===== config.mk =====
export PLATFORM = sky130hd
export DESIGN_NAME = i2c_gc_slave
export DESIGN_NICKNAME = d
export VERILOG_FILES = /design/src/rtl/i2cs_pkg.sv /design/src/rtl/i2cs_sync.sv /design/src/rtl/i2cs_cond.sv /design/src/rtl/i2cs_engine.sv /design/src/rtl/i2c_gc_slave.sv
export SDC_FILE = /design/constraint.sdc
export NUM_CORES = 1
export LEC_CHECK = 0
export ABC_AREA = 1
export BUFFER_PORTS_ARGS = -buffer_cell sky130_fd_sc_hd__buf_4
export CORE_ASPECT_RATIO = 0.5
export CORE_MARGIN = 5
export CORE_UTILIZATION = 30
export CTS_CLUSTER_DIAMETER = 200
export DETAILED_ROUTE_END_ITERATION = 16
export HOLD_SLACK_MARGIN = 0.1
export PLACE_DENSITY = 0.53
export REMOVE_ABC_BUFFERS = 1
export SETUP_SLACK_MARGIN = 0.1
export SLEW_MARGIN = 20
export SYNTH_ARGS = -nofsm -noshare
export SYNTH_HDL_FRONTEND = slang
export SYNTH_SLANG_ARGS = --single-unit

===== constraint.sdc =====
create_clock -name clk -period 1.6 [get_ports clk]
set_input_delay 0.32 -clock clk [delete_from_list [all_inputs] [get_ports clk]]
set_output_delay 0.32 -clock clk [all_outputs]
set_load 0.02 [all_outputs]

===== src/rtl/i2cs_pkg.sv =====
package i2cs_pkg;

  // Event cause codes reported with each interrupt pulse
  typedef enum logic [1:0] {
    CAUSE_ADDR   = 2'd0,
    CAUSE_GCALL  = 2'd1,
    CAUSE_TXREQ  = 2'd2,
    CAUSE_RXDATA = 2'd3
  } cause_t;

endpackage


===== src/rtl/i2cs_sync.sv =====
module i2cs_sync #(
  parameter int          W       = 2,
  parameter int          STAGES  = 2,
  parameter logic [W-1:0] RST_VAL = '1
) (
  input  logic         clk,
  input  logic         rst_n,
  input  logic [W-1:0] d,
  output logic [W-1:0] q
);

  logic [STAGES-1:0][W-1:0] chain_q;
  logic [STAGES-1:0][W-1:0] chain_d;

  always_comb begin
    chain_d = {chain_q[STAGES-2:0], d};
  end

  always_ff @(posedge clk or negedge rst_n) begin
    if (!rst_n) chain_q <= {STAGES{RST_VAL}};
    else        chain_q <= chain_d;
  end

  assign q = chain_q[STAGES-1];

endmodule


===== src/rtl/i2cs_cond.sv =====
module i2cs_cond (
  input  logic clk,
  input  logic rst_n,
  input  logic scl_s,
  input  logic sda_s,
  output logic scl_rise,
  output logic scl_fall,
  output logic start_det,
  output logic stop_det
);

  logic scl_p, sda_p;

  always_ff @(posedge clk or negedge rst_n) begin
    if (!rst_n) begin
      scl_p <= 1'b1;
      sda_p <= 1'b1;
    end else begin
      scl_p <= scl_s;
      sda_p <= sda_s;
    end
  end

  assign scl_rise  =  scl_s & ~scl_p;
  assign scl_fall  = ~scl_s &  scl_p;
  // data line moving while the clock line is held high
  assign start_det =  scl_s &  scl_p &  sda_p & ~sda_s;
  assign stop_det  =  scl_s &  scl_p & ~sda_p &  sda_s;

endmodule


===== src/rtl/i2cs_engine.sv =====
module i2cs_engine
  import i2cs_pkg::*;
#(
  parameter int ADDR_W = 7,
  parameter int DATA_W = 8
) (
  input  logic              clk,
  input  logic              rst_n,
  input  logic              enable,
  input  logic [ADDR_W-1:0] own_addr,
  input  logic              sda_s,
  input  logic              scl_rise,
  input  logic              scl_fall,
  input  logic              start_det,
  input  logic              stop_det,
  input  logic [DATA_W-1:0] tx_data,
  output logic              sda_low,
  output logic              irq,
  output logic [1:0]        cause,
  output logic [DATA_W-1:0] rx_data
);

  localparam int               CNT_W   = $clog2(DATA_W + 1);
  localparam logic [CNT_W-1:0] LAST    = CNT_W'(DATA_W - 1);
  localparam logic [ADDR_W-1:0] GC_ADDR = '0;

  typedef enum logic [2:0] {
    S_IDLE, S_ADDR, S_ACKWAIT, S_ACKOUT, S_RX, S_TX, S_MACK, S_TXLOAD
  } st_t;

  st_t               state_q, state_d;
  logic [CNT_W-1:0]  cnt_q, cnt_d;
  logic [DATA_W-1:0] sh_q, sh_d;
  logic [DATA_W-1:0] rx_q, rx_d;
  logic              rw_q, rw_d;
  logic              drv_q, drv_d;
  logic              irq_q, irq_d;
  cause_t            cause_q, cause_d;

  logic [DATA_W-1:0] byte_in;
  logic              hit_own, hit_gc;

  assign byte_in = {sh_q[DATA_W-2:0], sda_s};
  assign hit_own = (byte_in[DATA_W-1 -: ADDR_W] == own_addr);
  assign hit_gc  = (byte_in[DATA_W-1 -: ADDR_W] == GC_ADDR) && !sda_s;

  always_comb begin
    state_d = state_q;
    cnt_d   = cnt_q;
    sh_d    = sh_q;
    rx_d    = rx_q;
    rw_d    = rw_q;
    drv_d   = drv_q;
    irq_d   = 1'b0;
    cause_d = cause_q;

    if (!enable) begin
      state_d = S_IDLE;
      cnt_d   = '0;
      drv_d   = 1'b0;
    end else if (start_det) begin
      state_d = S_ADDR;
      cnt_d   = '0;
      drv_d   = 1'b0;
    end else if (stop_det) begin
      state_d = S_IDLE;
      drv_d   = 1'b0;
    end else begin
      unique case (state_q)
        S_ADDR: if (scl_rise) begin
          sh_d  = byte_in;
          cnt_d = cnt_q + CNT_W'(1);
          if (cnt_q == LAST) begin
            cnt_d = '0;
            if (hit_own) begin
              irq_d = 1'b1; cause_d = CAUSE_ADDR;  rw_d = sda_s; state_d = S_ACKWAIT;
            end else if (hit_gc) begin
              irq_d = 1'b1; cause_d = CAUSE_GCALL; rw_d = 1'b0;  state_d = S_ACKWAIT;
            end else begin
              state_d = S_IDLE;
            end
          end
        end
        S_ACKWAIT: if (scl_fall) begin
          drv_d   = 1'b1;
          state_d = S_ACKOUT;
        end
        S_ACKOUT: begin
          if (scl_rise && rw_q) begin
            irq_d = 1'b1; cause_d = CAUSE_TXREQ;
          end
          if (scl_fall) begin
            cnt_d = '0;
            if (rw_q) begin
              sh_d = tx_data; drv_d = !tx_data[DATA_W-1]; state_d = S_TX;
            end else begin
              drv_d = 1'b0; state_d = S_RX;
            end
          end
        end
        S_RX: if (scl_rise) begin
          sh_d = byte_in;
          if (cnt_q == LAST) begin
            cnt_d = '0; rx_d = byte_in;
            irq_d = 1'b1; cause_d = CAUSE_RXDATA; state_d = S_ACKWAIT;
          end else begin
            cnt_d = cnt_q + CNT_W'(1);
          end
        end
        S_TX: if (scl_fall) begin
          if (cnt_q == LAST) begin
            cnt_d = '0; drv_d = 1'b0; state_d = S_MACK;
          end else begin
            sh_d  = {sh_q[DATA_W-2:0], 1'b0};
            drv_d = !sh_q[DATA_W-2];
            cnt_d = cnt_q + CNT_W'(1);
          end
        end
        S_MACK: if (scl_rise) begin
          if (!sda_s) begin
            irq_d = 1'b1; cause_d = CAUSE_TXREQ; state_d = S_TXLOAD;
          end else begin
            state_d = S_IDLE;
          end
        end
        S_TXLOAD: if (scl_fall) begin
          cnt_d = '0; sh_d = tx_data; drv_d = !tx_data[DATA_W-1]; state_d = S_TX;
        end
        default: ;
      endcase
    end
  end

  always_ff @(posedge clk or negedge rst_n) begin
    if (!rst_n) begin
      state_q <= S_IDLE;
      cnt_q   <= '0;
      sh_q    <= '0;
      rx_q    <= '0;
      rw_q    <= 1'b0;
      drv_q   <= 1'b0;
      irq_q   <= 1'b0;
      cause_q <= CAUSE_ADDR;
    end else begin
      state_q <= state_d;
      cnt_q   <= cnt_d;
      sh_q    <= sh_d;
      rx_q    <= rx_d;
      rw_q    <= rw_d;
      drv_q   <= drv_d;
      irq_q   <= irq_d;
      cause_q <= cause_d;
    end
  end

  assign sda_low = drv_q;
  assign irq     = irq_q;
  assign cause   = cause_q;
  assign rx_data = rx_q;

  // disabled block is quiet from the next cycle on
  a_r1_quiet_when_off: assert property (@(posedge clk) disable iff (!rst_n)
    !enable |=> (!drv_q && !irq_q));
  // every event is a single-cycle pulse
  a_r6_irq_single: assert property (@(posedge clk) disable iff (!rst_n)
    irq_q |=> !irq_q);
  // while sending, the drive always mirrors the current MSB
  a_r7_tx_bit: assert property (@(posedge clk) disable iff (!rst_n)
    (state_q == S_TX) |-> (drv_q == !sh_q[DATA_W-1]));
  // a general call is only ever a write
  a_r4_gc_write: assert property (@(posedge clk) disable iff (!rst_n)
    (irq_q && cause_q == CAUSE_GCALL) |-> !rw_q);
  // nothing is driven while idle
  a_r5_idle_release: assert property (@(posedge clk) disable iff (!rst_n)
    (state_q == S_IDLE) |-> !drv_q);
  // a missing master acknowledge releases the line and goes idle
  a_r8_nack_release: assert property (@(posedge clk) disable iff (!rst_n)
    (enable && !start_det && !stop_det && state_q == S_MACK && scl_rise && sda_s)
      |=> (!drv_q && state_q == S_IDLE && !irq_q));

endmodule


===== src/rtl/i2c_gc_slave.sv =====
module i2c_gc_slave #(
  parameter int ADDR_W      = 7,
  parameter int DATA_W      = 8,
  parameter int SYNC_STAGES = 2
) (
  input  logic              clk,
  input  logic              rst_n,
  input  logic              enable,
  input  logic [ADDR_W-1:0] own_addr,
  input  logic              scl_in,
  input  logic              sda_in,
  input  logic [DATA_W-1:0] tx_data,
  output logic              sda_pull,
  output logic              irq,
  output logic [1:0]        irq_cause,
  output logic [DATA_W-1:0] rx_byte
);

  // asynchronous assert, synchronous release
  logic [1:0] rst_sync_q;
  logic       rst_sn;

  always_ff @(posedge clk or negedge rst_n) begin
    if (!rst_n) rst_sync_q <= 2'b00;
    else        rst_sync_q <= {rst_sync_q[0], 1'b1};
  end
  assign rst_sn = rst_sync_q[1];

  logic [1:0] bus_s;
  logic scl_rise, scl_fall, start_det, stop_det;

  i2cs_sync #(.W(2), .STAGES(SYNC_STAGES), .RST_VAL(2'b11)) u_sync (
    .clk(clk), .rst_n(rst_sn), .d({scl_in, sda_in}), .q(bus_s)
  );

  i2cs_cond u_cond (
    .clk(clk), .rst_n(rst_sn), .scl_s(bus_s[1]), .sda_s(bus_s[0]),
    .scl_rise(scl_rise), .scl_fall(scl_fall),
    .start_det(start_det), .stop_det(stop_det)
  );

  i2cs_engine #(.ADDR_W(ADDR_W), .DATA_W(DATA_W)) u_engine (
    .clk(clk), .rst_n(rst_sn), .enable(enable), .own_addr(own_addr),
    .sda_s(bus_s[0]), .scl_rise(scl_rise), .scl_fall(scl_fall),
    .start_det(start_det), .stop_det(stop_det), .tx_data(tx_data),
    .sda_low(sda_pull), .irq(irq), .cause(irq_cause), .rx_data(rx_byte)
  );

endmodule


==> results of run 1 <==
==> power by group through the flow <==
| stage | combinational, uW | sequential [uW] | clock (uW) |
|---|---|---|---|
| 2_1_floorplan | 440 | 1160 | 0 |
| 6_report | 821 | 1130 | 1010 |
| 3_3_place_gp | 722 | 1140 | 0 |
| 5_1_grt | 925 | 1150 | 1090 |
| 4_1_cts | 762 | 1130 | 1050 |
| 3_5_place_dp | 734 | 1140 | 0 |
==> layer usage <==
metal	up-vias	track usage [%]	share of wire, %
met3	10	2.34	2.3
li1	997	-	-
met5	-	0	0
met1	903	17.3	48
met4	0	4.81	1.2
met2	31	23.7	48
==> placed cells by master, fill, tap and decap left out, drive strengths merged <==
master	instances
a21o	1
a21oi	13
a22oi	2
buf	74
clkbuf	6
clkinv	2
clkinvlp	1
conb	1
dfrtp	29
dfstp	6
dlygate4sd3	1
ha	3
inv	31
nand2	74
nand3	15
nand4	4
nor2	33
nor3	4
nor3b	1
o2111ai	2
o211ai	2
o21ai	28
o21bai	1
xnor2	1
xor2	2
==> state kept, by name, indices dropped and copies added, names as in the netlist <==
register and flops:
u_cond.sda_p 1, u_engine.state_q 3, u_engine.irq 1, u_sync.q 2, u_sync.chain_d 2, u_engine.rx_data 8
u_cond.scl_p 1, u_engine.sh_q 7, u_engine.sda_low 1, u_engine.cnt_q 4, u_engine.cause 2, u_engine.rw_q 1
rst_sync_q 2
==> worst min-delay path by stage <==
stage	end	cells after the start
floorplan	rst_sync_q[0]	0
global placement	rst_sync_q[1]	1
detailed placement	rst_sync_q[1]	1
CTS	u_sync.chain_d[2]	1
global route	u_sync.chain_d[2]	1
finish	u_sync.chain_d[2]	1
==> critical path: cells and delay by family (launching register included) <==
family,cells,cell delay (ns)
compound gates,3,0.37
buf+inv,3,0.40
flops,1,0.45
simple gates,4,0.27
==> cell type report <==
type	count	area [sq um]	share of cell area, %
tap	92	115	3.74
multi-input combinational	187	1190	38.7
timing repair buffer	75	601	19.5
clock inverter	2	16.3	0.528
clock buffer	6	139	4.51
sequential	35	887	28.8
inverter	32	128	4.15
==> through the flow <==
| stage | cells | hold WS, ns | worst slack [ns] | util (%) | area [sq um] |
|---|---|---|---|---|---|
| finish | 429 | 0.141 | 0.00609 | 46.3 | 3080 |
| global route | 429 | 0.132 | -0.0851 | 46.3 | 3080 |
| CTS | 419 | 0.136 | 0.00737 | 42.7 | 2840 |
| detailed placement | 408 | 0.103 | -0.0863 | 39.2 | 2600 |
| global placement | 408 | 0.103 | -0.0687 | 39.2 | 2600 |
| floorplan | 254 | 0.0244 | -0.0537 | - | 2010 |
==> what timing repair did <==
item	4_1_cts	5_1_grt
cloned	0	0
pin swaps	2	20
hold endpoints to repair	2	0
buffers inserted	2	10
endpoints found under the setup margin	26	27
hold buffers	1	0
gates resized for setup	17	55
==> cells by family after synthesis <==
kind of cell               synth area share, %
and+or+nand+nor                           30.3
AOI/OAI and AO/OA                         15.4
buffers and inverters                     7.88
DFF                                       43.1
xor gates and xnor gates                  1.28
adders and majority gates                 1.83
other                                    0.183
==> results.json, run 1 <==
{
  "status": "complete, no violations",
  "critPathCaptureType": "flop",
  "wire_per_inst_microns": 13.5,
  "start_kind": "flop",
  "total_leakage_power_uw": 0.00145,
  "cp_max_fo": 14,
  "rows": 21,
  "synth_ff_type": "dfrtp_1",
  "p_comb_share_pct": 27.6,
  "critPathLaunch": "u_engine.state_q[1]",
  "grt_overflow_total": 0,
  "cp.required_ns": 1.77,
  "p_clk_share_pct": 34.2,
  "cts_max_path_buffers": 2,
  "ff2ff_setup_slack_ns": 0.006,
  "synth_top_cell_by_area": "dfrtp_1",
  "track_usage_pct": 13.6,
  "drtIter0Drc": 89,
  "core_area_sq_um": 6650,
  "synthArstFlopShare_pct": 100,
  "place.gp.congestion": 0.874,
  "numCtsBuffers": 5,
  "cpMostUsedCell": "o21ai_2",
  "nets": 359,
  "finalPower_uw": 2970,
  "io_buffers": 31,
  "cts_tree": "yes",
  "cts_sinks": 35,
  "clk-insertion-delay-late_ns": 0.28,
  "fmax_mhz": 627,
  "synth_enable_flop_cells": 0,
  "grt_first_pass_wirelength_mm": 9.27,
  "h-tree-depth": 2,
  "rsz0062_at_grt": "yes",
  "hp-class": "input port to flop",
  "hpwlAfterDp_mm": 4.18,
  "p_sw_uw": 966,
  "synth.yosys.seq_area_share_pct": 43.1,
  "cp.arrival_ns": 1.76,
  "reg2reg_depth": 10,
  "syn_inst": 259,
  "synth.top_cells.by_area": "dfrtp_1 35%, nand2_1 12%, dfstp_2 7.7%, nor2_1 4.8%, inv_1 4.6%",
  "routed_wl_mm": 5.79,
  "setup_violations": 0,
  "vias": 1941,
  "syn_to_final_growth_pct": 50.2,
  "drive_above_1_share_pct": 50.7,
  "ys_ff_latch": 35,
  "clockRootBuffer": "clkbuf_16",
  "yosysMostFrequentCell": "nand2_1",
  "critPathMaxStageDelay_ns": 0.45,
  "synth_commonest_cells": "67 x nand2_1, 29 x dfrtp_1, 26 x nor2_1",
  "drv_cap": 0,
  "path_cells": "buf_4 -> nand2_2 -> inv_2 -> nand2_4 -> nor2_1 -> o21ai_2 -> o2111ai_4 -> buf_12 -> nand2_1 -> o21ai_2",
  "grt_pass1_vias": 1909,
  "avgSynthCellArea_sq_um": 7.91,
  "swShare_pct": 32.5,
  "netlist.area_leader.share_pct": 35.4,
  "die_area_sq_um": 8680,
  "min_period_over_period_pct": 99.6,
  "initial_utilization_pct": 30.8,
  "ys_warn_count": 0,
  "crit_end": "u_engine.sh_q[0]",
  "antennaDiodeCount": 0,
  "reg2reg_from": "u_engine.state_q[1]",
  "die_width_microns": 127,
  "grt_max_degree": 34,
  "drtPass1Iterations": 4,
  "hold_violations": 0,
  "internal_power_uw": 2000,
  "r2r-end": "u_engine.sh_q[0]",
  "fillers": 647,
  "antenna_found_initial": 0,
  "drt-vias-per-instance": 4.52,
  "hold_path.startpoint": "sda_in",
  "ir_worst_vdd_mv": 0.525,
  "drc": 0,
  "seq_power_share_pct": 38.2,
  "final_antenna_net_count": 0,
  "maxSlewViolCount": 0,
  "period_minus_slack_ns": 1.59,
  "die_h_microns": 68.4,
  "io_pins": 32,
  "yosys.cell_types.count": 36,
  "path_class": "flop to flop",
  "slowest_stage": "dfrtp_2",
  "clk_pin_slew_ns": 0.06,
  "fin_skew_ns": 0.00859,
  "power.density_nw_per_um2": 965,
  "setup-tns-final_ns": 0,
  "netlist_area_sq_um": 2050
}
(Power assumes the default switching activity.)
==> run 2: changes to the inputs <==
--- a/config.mk
+++ b/config.mk
@@ -13,6 +13,7 @@
 export CTS_CLUSTER_DIAMETER = 200
 export DETAILED_ROUTE_END_ITERATION = 16
 export HOLD_SLACK_MARGIN = 0.1
+export MAX_ROUTING_LAYER = met4
 export PLACE_DENSITY = 0.53
 export REMOVE_ABC_BUFFERS = 1
 export SETUP_SLACK_MARGIN = 0.1
==> run 2 against run 1 <==
Compared with the run above:
- the flow now finishes with violations (negative setup slack)
- sequential power hardly changed
- largest cell class unchanged
- first-iteration DRC count rose by 27%
- utilization down 1.2 points
- setup slack worse by 0.017 ns
- die area did not move
- critical path depth shrank 3
- routed wire length about the same
- via count up 1.8%
- global-route usage grew 0.29 points
- sequential share of layout area grew 0.78 points
- final area fell by 2.6%
- register-to-register slack got worse by 0.02 ns
==> results.json, run 2 (synthesis results as in run 1) <==
{
  "clockRootBuffer": "clkbuf_16",
  "fillers": 656,
  "final_common_cell": "buf_4",
  "drc": 0,
  "drtPass1Iterations": 4,
  "numCtsBuffers": 5,
  "io_pins": 32,
  "setup-tns-final_ns": -0.0111,
  "power.density_nw_per_um2": 994,
  "finalPower_uw": 2980,
  "holdWs_ns": 0.144,
  "rsz0062_at_grt": "yes",
  "period_minus_slack_ns": 1.61,
  "layout_common_cells": "75 x buf_4, 55 x nand2_1, 26 x dfrtp_1",
  "cp.arrival_ns": 1.77,
  "die_width_microns": 127,
  "ir_worst_vdd_mv": 0.515,
  "drt-vias-per-instance": 4.56,
  "maxSlewViolCount": 0,
  "syn_to_final_growth_pct": 46.2,
  "cts_tree": "yes",
  "setup_ws_ns": -0.0111,
  "antenna_found_initial": 0,
  "min_period_over_period_pct": 101,
  "core_area_sq_um": 6650,
  "start_kind": "flop",
  "post-route-util_pct": 45.1,
  "vias": 1975,
  "drive_above_1_share_pct": 46.0,
  "violations": "negative setup slack",
  "cts_sinks": 35,
  "drv_cap": 0,
  "cp_max_fo": 5,
  "critPathCaptureType": "flop",
  "clk_pin_slew_ns": 0.06,
  "wire_per_inst_microns": 13.4,
  "grt_overflow_total": 0,
  "h-tree-depth": 2,
  "setup_violations": 1,
  "grt_first_pass_wirelength_mm": 9.08,
  "routed_wl_mm": 5.79,
  "grt_pass1_vias": 1884,
  "track_usage_pct": 13.9,
  "cts_max_path_buffers": 2,
  "io_buffers": 31,
  "status": "complete, but fails checks",
  "largest_register_ffs": 8,
  "total_leakage_power_uw": 0.00146,
  "fmax_mhz": 621,
  "antennaDiodeCount": 0,
  "die_area_sq_um": 8680,
  "hold_violations": 0,
  "fin_skew_ns": 0.00702,
  "die_h_microns": 68.4,
  "initial_utilization_pct": 30.8,
  "hpwlAfterDp_mm": 4.17,
  "grt_max_degree": 34,
  "place.gp.congestion": 0.911,
  "drtIter0Drc": 113,
  "final_antenna_net_count": 0,
  "pre_cts_ws_ns": -0.0575,
  "cp.required_ns": 1.76,
  "nets": 363,
  "clk-insertion-delay-late_ns": 0.28,
  "hp-class": "input port to flop",
  "rows": 21,
  "path_class": "flop to flop"
}
run 2: cell count changes in the layout (fill, tap and decap cells not counted), moves of 2 or more:
cell | before | now
nand2_4 | 4 | 1
inv_2 | 13 | 9
nand2_2 | 21 | 18
inv_1 | 17 | 21
nand3_1 | 9 | 12
nand2_1 | 49 | 55
o21ai_1 | 11 | 14
buf_4 | 67 | 75
o21ai_2 | 10 | 8
nand3_2 | 5 | 2
buf_6 | 6 | 2
run 2: where the power goes:
group	internal (uW)	switching (uW)
Sequential	1020	125
Clock	622	385
Combinational	381	449
Total	2020	959
run 2: cell type report:
type	instances	area [sq um]	area share, %
Clock inverter	2	16.3	0.543
Multi-Input combinational cell	187	1100	36.7
Sequential cell	35	887	29.6
Clock buffer	6	139	4.63
Tap cell	92	115	3.84
Inverter	32	125	4.18
Timing Repair Buffer	79	616	20.5
run 2: worst paths after layout:
| check | from | end | slack, ns | cells after the start |
|---|---|---|---|---|
| setup reg to reg | u_sync.q[1] | u_engine.state_q[1] | -0.01 | 7 |
| min in group asynchronous | rst_sync_q[1] | u_engine.sh_q[5] | 0.28 | 1 |
| max in group asynchronous | rst_sync_q[1] | u_cond.scl_p | 0.97 | 1 |
| hold / removal | scl_in | u_sync.chain_d[3] | 0.14 | 1 |
| hold reg to reg | rst_sync_q[1] | u_engine.sh_q[5] | 0.28 | 1 |
| setup / recovery | u_sync.q[1] | u_engine.state_q[1] | -0.01 | 7 |
run 2: through the flow:
stage	instance area (sq um)	cells
global placement	2630	412
global route	3000	433
finish	3000	433
CTS	2880	428
detailed placement	2630	412
floorplan	2010	254
run 2: worst max-delay path, stage by stage (launching register included):
cell and delay [ns]:
dfstp_2 0.53, inv_2 0.05, nor2_4 0.18, inv_1 0.12
o21ai_0 0.13, o2111ai_2 0.20, a21oi_1 0.18, a21oi_1 0.09
run 2: timing repair:
item	in CTS	in global routing
hold endpoints to repair	2	0
gates resized for setup	13	31
hold buffers	1	0
setup buffers	6	5
pin swaps	6	13
endpoints found under the setup margin	26	27
cloned	1	0
run 2: routing by layer:
metal	global-route usage [%]	vias to the layer above	wire length, microns
met5	-	-	0
met4	4.41	0	62
met3	2.34	6	257
li1	-	1000	-
met1	17.6	927	2690
met2	23.0	42	2780
==> run 3: changes to the inputs <==
--- a/config.mk
+++ b/config.mk
@@ -10,11 +10,12 @@
 export CORE_ASPECT_RATIO = 0.5
 export CORE_MARGIN = 5
 export CORE_UTILIZATION = 30
+export CTS_BUF_LIST = sky130_fd_sc_hd__clkbuf_16
 export CTS_CLUSTER_DIAMETER = 200
 export DETAILED_ROUTE_END_ITERATION = 16
 export HOLD_SLACK_MARGIN = 0.1
 export MAX_ROUTING_LAYER = met4
-export PLACE_DENSITY = 0.53
+export PLACE_DENSITY = 0.47
 export REMOVE_ABC_BUFFERS = 1
 export SETUP_SLACK_MARGIN = 0.1
 export SLEW_MARGIN = 20
==> run 3 against run 2 <==
Compared with the run above:
- the flow still finishes with violations (negative setup slack)
- critical path depth grew 3
- cell count grew 1.6%
- die area is the same
- non-clock buffer count grew 7
- maximum frequency shrank 2.0%
- global-route usage grew 0.95 points
- critical endpoint is now u_engine.sh_q[4]
- worst hold slack lost 0.012 ns
- total power grew 9.4%
- setup slack lost 0.034 ns
- sequential power is essentially flat
- highest routed layer unchanged
- largest power group unchanged
==> results.json, run 3 (synthesis results as in run 1) <==
{
  "violations": "negative setup slack",
  "start_kind": "flop",
  "final_common_cell": "buf_4",
  "vias": 1949,
  "syn_to_final_growth_pct": 53.2,
  "grt_overflow_total": 0,
  "cp.arrival_ns": 1.82,
  "cts_sinks": 35,
  "antenna_found_initial": 0,
  "cp_max_fo": 7,
  "place.gp.congestion": 0.879,
  "hold_depth": 1,
  "die_area_sq_um": 8680,
  "core_area_sq_um": 6650,
  "clockRootBuffer": "clkbuf_16",
  "whs_endpoint": "u_sync.chain_d[2]",
  "dr_wl_met3_microns": 197,
  "cts_tree": "yes",
  "antennaDiodeCount": 0,
  "drt-met1-wl_mm": 2.88,
  "period_minus_slack_ns": 1.64,
  "routed_wl_mm": 5.74,
  "fillers": 657,
  "clk-insertion-delay-late_ns": 0.29,
  "multi_input_area_sq_um": 1140,
  "final_antenna_net_count": 0,
  "hold_path.startpoint": "sda_in",
  "ir_worst_vdd_mv": 0.434,
  "cts_max_path_buffers": 2,
  "hpwlAfterDp_mm": 4.22,
  "nets": 370,
  "reg2reg_depth": 10,
  "ff_latch_area_sq_um": 888,
  "grt_first_pass_wirelength_mm": 9.52,
  "min_period_over_period_pct": 103,
  "total_leakage_power_uw": 0.00153,
  "initial_utilization_pct": 30.8,
  "cp.required_ns": 1.77,
  "ff2ff_setup_slack_ns": -0.04,
  "largest_register_ffs": 8,
  "io_buffers": 31,
  "setup-tns-final_ns": -0.260,
  "path_class": "flop to flop",
  "maxSlewViolCount": 0,
  "top_layer": "met4",
  "fmax_mhz": 608,
  "hp-class": "input port to flop",
  "drtIter0Drc": 73,
  "grt_max_degree": 34,
  "critPathCaptureType": "flop",
  "h-tree-depth": 2,
  "wl_met2_mm": 2.58,
  "wire_per_inst_microns": 13.0,
  "drtPass1Iterations": 4,
  "power.density_nw_per_um2": 1040,
  "setup_violations": 7,
  "fin_skew_ns": 0.00892,
  "r2r-end": "u_engine.sh_q[4]",
  "setup_ws_ns": -0.0446,
  "hold_violations": 0,
  "numCtsBuffers": 5,
  "grt_pass1_vias": 1869,
  "rows": 21,
  "drive_above_1_share_pct": 47.4,
  "drt-vias-per-instance": 4.43,
  "clk_pin_slew_ns": 0.06,
  "post-route-util_pct": 47.2,
  "rsz0062_at_grt": "yes",
  "layout_common_cells": "81 x buf_4, 58 x nand2_1, 25 x dfrtp_1",
  "die_h_microns": 68.4,
  "drc": 0,
  "reg2reg_from": "u_engine.state_q[2]",
  "drv_cap": 0,
  "status": "complete, but fails checks",
  "track_usage_pct": 14.8,
  "die_width_microns": 127,
  "io_pins": 32
}
run 3: changes by cell type in the layout (fill, tap and decap cells not counted), sizes merged:
cell and delta:
clkbuf -1, buf +7, clkinv +1, clkinvlp -1, bufinv +1
run 3: power breakdown:
group	total (uW)	internal [uW]	leakage, uW	switching (uW)
registers	1140	1020	0.000444	123
logic	996	504	0.00101	493
clock network	1120	734	0.0000838	387
run 3: worst max path at each step:
stage | from | to | slack (ns) | depth (start not counted)
6_report | u_engine.state_q[2] | u_engine.sh_q[4] | -0.04 | 10
3_3_place_gp | u_engine.state_q[0] | u_engine.state_q[0] | -0.11 | 9
2_1_floorplan | u_engine.state_q[2] | u_engine.sh_q[0] | -0.05 | 9
5_1_grt | u_engine.state_q[1] | u_engine.sh_q[4] | -0.09 | 11
3_5_place_dp | u_engine.state_q[0] | u_engine.cause[0] | -0.11 | 9
4_1_cts | u_engine.state_q[1] | u_engine.sh_q[6] | -0.02 | 11
run 3: through the flow:
step                      worst slack (ns)  hold WS (ns)  power (uW)  std cells  cell area (sq um)
after global routing               -0.0857         0.123        3460        440               3140
after floorplan                    -0.0537        0.0244        1600        254               2010
after detailed placement            -0.109         0.104        2010        419               2710
after CTS                          -0.0191         0.122        3200        438               3010
final                              -0.0446         0.132        3260        440               3140
after global placement              -0.112         0.103        2000        419               2710
run 3: timing repair:
action	CTS	global route
resized for setup	12	33
pin swaps	6	11
gates cloned	1	0
setup buffers	9	2
hold buffers	1	0
endpoints found under the hold margin	2	0
endpoints found under the setup margin	26	27
run 3: area by class of cell:
class	instances	share of cell area, %
multi-input combinational	187	36.3
timing repair buffer	86	22.5
inverter	32	3.90
sequential	35	28.3
clock inverter	3	1.39
clock buffer	5	3.98
tap	92	3.67
run 3: critical path, cell delays in order, from the launching register on:
cell and delay, ns:
dfrtp_2 0.45, buf_4 0.16, nor2_4 0.13, nor2_4 0.05, inv_2 0.08, nor2_4 0.04
nor2_4 0.13, o2111ai_4 0.19, buf_12 0.20, nand2_2 0.06, o21ai_2 0.05
run 3: metal layers:
metal / up-vias / GRT usage, %
met5: - / -
met4: 0 / 4.81
met3: 7 / 3.51
met2: 33 / 22.2
met1: 900 / 19.9
li1: 1009 / -
